--- src/rtl/regwr_break_unit.sv ---
module regwr_break_unit #(
  parameter int NUM_BP     = 6,
  parameter int DW         = 16,
  parameter int AW         = 3,
  parameter int MOD_W      = 4,
  parameter int IDX_W      = 5,
  parameter int FIRST_FLEX = 4
) (
  input  logic          clk,
  input  logic          rst_n,
  input  logic          tlr_i,
  input  logic          host_wr_en,
  input  logic [AW-1:0] host_addr,
  input  logic [DW-1:0] host_wdata,
  output logic [DW-1:0] host_rdata,
  input  logic          dbg_en,
  input  logic          reg_mode,
  input  logic [DW-1:0] cmp_data,
  input  logic [DW-1:0] cmp_mask,
  input  logic          instr_done,
  input  logic          wr_valid,
  input  logic [3:0]    wr_module,
  input  logic [4:0]    wr_index,
  input  logic [DW-1:0] wr_data,
  input  logic          dmem_valid,
  input  logic [DW-1:0] dmem_addr,
  input  logic          pfx_active,
  input  logic          dbg_ack,
  output logic          brk_req
);
  localparam int NUM_FLEX = NUM_BP - FIRST_FLEX;
  localparam int IDX_LSB  = MOD_W;
  localparam int IDX_MSB  = MOD_W + IDX_W - 1;

  logic [DW-1:0]       bp_q [NUM_BP];
  logic [NUM_FLEX-1:0] flex_hit;
  logic                data_ok, any_hit, cand, fire;
  logic                pend_q, armed_q, brk_q;

  always_ff @(posedge clk or negedge rst_n) begin
    if (!rst_n) begin
      for (int k = 0; k < NUM_BP; k++) bp_q[k] <= '1;
    end else if (tlr_i) begin
      for (int k = 0; k < NUM_BP; k++) bp_q[k] <= '1;
    end else if (host_wr_en) begin
      for (int k = 0; k < NUM_BP; k++)
        if (host_addr == AW'(k)) bp_q[k] <= host_wdata;
    end
  end

  always_comb begin
    host_rdata = '0;
    for (int k = 0; k < NUM_BP; k++)
      if (host_addr == AW'(k)) host_rdata = bp_q[k];
  end

  assign data_ok = ((wr_data ^ cmp_data) & cmp_mask) == '0;

  for (genvar g = 0; g < NUM_FLEX; g++) begin : g_flex
    logic reg_hit, addr_hit;
    assign reg_hit  = wr_valid && data_ok &&
                      (wr_module == bp_q[FIRST_FLEX+g][MOD_W-1:0]) &&
                      (wr_index  == bp_q[FIRST_FLEX+g][IDX_MSB:IDX_LSB]);
    assign addr_hit = dmem_valid && (dmem_addr == bp_q[FIRST_FLEX+g]);
    assign flex_hit[g] = reg_mode ? reg_hit : addr_hit;
  end

  assign any_hit = |flex_hit;
  assign cand    = dbg_en && armed_q && instr_done && any_hit;
  assign fire    = dbg_en && armed_q && instr_done && !pfx_active && (any_hit || pend_q);

  always_ff @(posedge clk or negedge rst_n) begin
    if (!rst_n) begin
      pend_q  <= 1'b0;
      armed_q <= 1'b1;
      brk_q   <= 1'b0;
    end else begin
      brk_q <= fire;
      if (!dbg_en || fire)         pend_q <= 1'b0;
      else if (cand && pfx_active) pend_q <= 1'b1;
      if (fire)         armed_q <= 1'b0;
      else if (dbg_ack) armed_q <= 1'b1;
    end
  end

  assign brk_req = brk_q;
endmodule

--- config.mk ---
export PLATFORM = sky130hd
export DESIGN_NAME = regwr_break_unit
export DESIGN_NICKNAME = d
export VERILOG_FILES = /design/src/rtl/regwr_break_unit.sv
export SDC_FILE = /design/constraint.sdc
export NUM_CORES = 1
export LEC_CHECK = 0
export BUFFER_PORTS_ARGS = -buffer_cell sky130_fd_sc_hd__buf_2
export CAP_MARGIN = 20
export CORE_ASPECT_RATIO = 0.5
export CORE_MARGIN = 1.5
export CORE_UTILIZATION = 42
export CTS_CLUSTER_DIAMETER = 120
export DETAILED_ROUTE_END_ITERATION = 7
export SLEW_MARGIN = 5
export SYNTH_ARGS = -nofsm -noshare
export SYNTH_HDL_FRONTEND = slang
export SYNTH_SLANG_ARGS = --single-unit
--- constraint.sdc ---
create_clock -name clk -period 2.5 [get_ports clk]
set_input_delay 0.375 -clock clk [delete_from_list [all_inputs] [get_ports clk]]
set_output_delay 0.375 -clock clk [all_outputs]
set_load 0.02 [all_outputs]
==> results by group <==
Global routing
  – First-pass GRT wire length: 26.1 mm
  – Largest net degree at the start of global routing: 97
  – Total GRT Usage: 0.237
  – Gr ovfl total: 0
  – Initial antenna violation count: 0
  – Vias in the first global route: 4671

Placed design
  – Port bufs: ~120
  – HPWL Detailed: approximately 12 mm
  – Routability cong.: roughly 0.86

Floorplanning
  – Core area: 13500 um2
  – DIE HEIGHT: 86.1 um
  – Core Rows: 30
  – I/O pin count: 120
  – Die Width: 169 um
  – Die area: 14600 um2
  – Initial Util: 0.429

Clock tree
  – CTS Hold Bufs: 0
  – Post-CTS Setup Inserts: 0
  – Clk sinks: 99
  – Bufs on Longest Clock Path: 2
  – CTS clk-pin slew, worst paths: 0.07 ns
  – Post-CTS sizing: 0
  – Root Driver: clkbuf_16
  – H-tree levels: 3
  – CTS tree: done
  – Worst skew pair latency: 0.35 ns
  – CTS Buf Count: 9

Logic synthesis
  – Syn_nets: approximately 740
  – Ys flop type: dfstp_2
  – Sequential-to-total area share from yosys stat: 0.448
  – Synth area leaders: dfstp_2 44%, nand2_1 12%, nand3b_1 10%, xor2_1 9.4%, mux2i_1 5.5%
  – Register bit total from synthesis: just under 100
  – Fraction of the mapped netlist area in adder cells: 0
  – Most common cell in the netlist: nand2_1
  – Cells after Synth: approximately 630
  – Yosys warnings: 0
  – Post-Syn Area: 5800 um2
  – Synth area leader: dfstp_2
  – Post-Synth XOR/XNOR Area: 0.0997
  – Yosys cell types: 29
  – Fraction of synthesized area in multiplexers: 0.0552
  – Synth Area in Simple Gates: 0.287
  – Largest family of logic cells by synthesized area: simple AND/OR/NAND/NOR gates
  – Yosys top cell area share: 0.439
  – Number of synthesized flops with an enable pin: 0
  – Top cells by count, synth: 183 x nand2_1, 97 x dfstp_2, 81 x nand3b_1
  – Post-synthesis compound-gate area fraction: 0.0805
  – Avg Inst Size Synth: 9.16 um2
  – Ys async rst share: 1.00

Setup path
  – Startpoint types: input port
  – Crit path launch: host_addr[1]
  – Critical path data required time: 2.12 ns
  – CP bufs+invs: 3
  – Delay of the slowest critical-path stage: 0.48 ns
  – Crit path cell chain: buf_2 > nor2b_1 > buf_4 > a21oi_1 > o221ai_1 > buf_2
  – Cell family with most CP delay: buffers and inverters
  – Cell repeated most along the worst path: buf_2
  – Largest fanout on the critical path: 22
  – Crit. End Element: output pin
  – Worst Path Arrival: 1.78 ns
  – RR Startpoint: bp_q[5]$_DFFE_PN1P_
  – Slowest cell on crit path: buf_2
  – Critical path class: in2out

Power and ir drop
  – Sw frac: 0.280
  – Comb power frac: 0.162
  – Switching power: 1.08 mW
  – Worst vdd ir: 304 uV
  – Seq pwr share: 0.453
  – Pwr/cell area: between 500 and 600 nW/um2
  – Clock power share: 0.385
  – P_leak: between 3 and 4 nW
  – Internal Power: roughly 2.8 mW

Timing
  – Fin. max-slew vios: 0
  – Setup TNS: 0 ns
  – Hold violation count in the final report: 0
  – Clock Skew: roughly 0.0029 ns
  – Setup Viol. Count Final: 0
  – RSZ-0062 raised after global routing: false
  – Relative slew margins: 0.561
  – Final worst path period need: 2.16 ns
  – Max Freq: about 460 MHz
  – Worst Tran Pin Value: 0.657 ns
  – Hold slack: 0.241 ns
  – Tcrit/Tclk final: 0.863

Drt
  – Vias: 4922
  – Drt first pass iters: 4
  – Total routed wirelength: between 15 and 20 mm
  – Initial DRC count: 280
  – Post-route antenna net violation count: 0
  – Routed vias/inst: 5.35
  – Routed len/inst: 18.4 um
  – DRC errors left: 0

Finish
  – Nets@finish: 842
  – Multi-input logic area: about 3000 um2
  – Util after Layout: 0.513
  – Area growth syn-to-layout: 19.6%
  – # fillers: 1275
  – Antenna cells: 0
  – Layout cell share with drive strength beyond 1: 0.340
  – Storage element area: around 2600 um2

Outcome
  – Status: completed

Run
  – Max cap viols: 0

Min path
  – Hold/Removal Path Class: in2async
[cell usage in the layout, fill, tap and decap left out, types with 2 or more instances in the layout]
master	synthesis	layout
xor2_1	62	62
o221ai_1	16	16
dfstp_2	97	97
buf_12	0	3
a22oi_1	7	7
buf_2	10	118
xnor2_1	4	4
dfrtp_1	2	2
a211o_1	16	16
nand4_1	5	5
nor2_1	21	20
nand2_1	183	183
clkbuf_16	0	9
clkinv_4	0	2
a21oi_1	19	19
and2_1	2	2
nor3_1	2	2
nand3b_1	81	81
and3_1	2	2
inv_6	0	2
nor4_1	10	10
buf_4	0	16
nor2b_1	17	17
nand3_1	3	3
and3b_1	2	2
mux2i_1	32	32
nand2b_1	2	2
[through the flow]
step           cell area (um2)  total power [mW]  worst slack, ns  cells
2_1_floorplan             5800              2.09            0.583    633
3_3_place_gp              6620              2.39            0.329    904
3_5_place_dp              6620              2.40            0.304    904
4_1_cts                   6930              3.89            0.374    920
5_1_grt                   6930              4.00            0.251    920
6_report                  6930              3.85            0.344    920
[worst paths after layout]
path | cells past startpoint | slack [ns] | endpoint
worst max-delay path | 6 | 0.34 | host_rdata[5]
worst min-delay path | 1 | 0.24 | bp_q[82]$_DFFE_PN1P_
worst max register to register | 6 | 0.52 | armed_q$_DFFE_PN1P_
worst min register to register | 2 | 0.48 | bp_q[60]$_DFFE_PN1P_
max in group asynchronous | 2 | 1.86 | bp_q[78]$_DFFE_PN1P_
min in group clk | 3 | 0.25 | armed_q$_DFFE_PN1P_
[area by class of cell]
class / instances / share of cell area
clock buffers: 10 / 0.0345
multi-input cells: 491 / 0.437
inverters: 1 / 0.000541
flip-flops and latches: 99 / 0.375
well taps: 176 / 0.0318
clock inverters: 6 / 0.0105
repair buffers: 137 / 0.111
[kinds of logic after synthesis]
| family | after synthesis |
|---|---|
| AOI/OAI and AO/OA | 62 |
| xor gates and xnor gates | 66 |
| buffers and inverters | 43 |
| DFF | 99 |
| muxes | 32 |
| and+or+nand+nor | 331 |
[power by group through the flow]
| stage | combinational (mW) | clock [mW] | sequential (mW) |
|---|---|---|---|
| finish | 0.626 | 1.48 | 1.74 |
| global placement | 0.620 | 0 | 1.77 |
| floorplan | 0.341 | 0 | 1.75 |
| CTS | 0.630 | 1.51 | 1.74 |
| global route | 0.681 | 1.57 | 1.75 |
| detailed placement | 0.628 | 0 | 1.77 |
[sequential cells by signal (all words and copies together), names as in the netlist]
register / count
bp_q: 96
armed_q: 1
brk_req: 1
pend_q: 1
[metal layers]
| metal | up-vias | global-route usage | wire length (um) |
|---|---|---|---|
| li1 | 2363 | - | - |
| met1 | 2402 | 0.347 | 8350 |
| met2 | 148 | 0.365 | 7440 |
| met3 | 9 | 0.0461 | 1040 |
| met4 | 0 | 0.0483 | 117 |
| met5 | - | 0 | 0 |
Note: power is estimated with default switching activity, not from simulation.
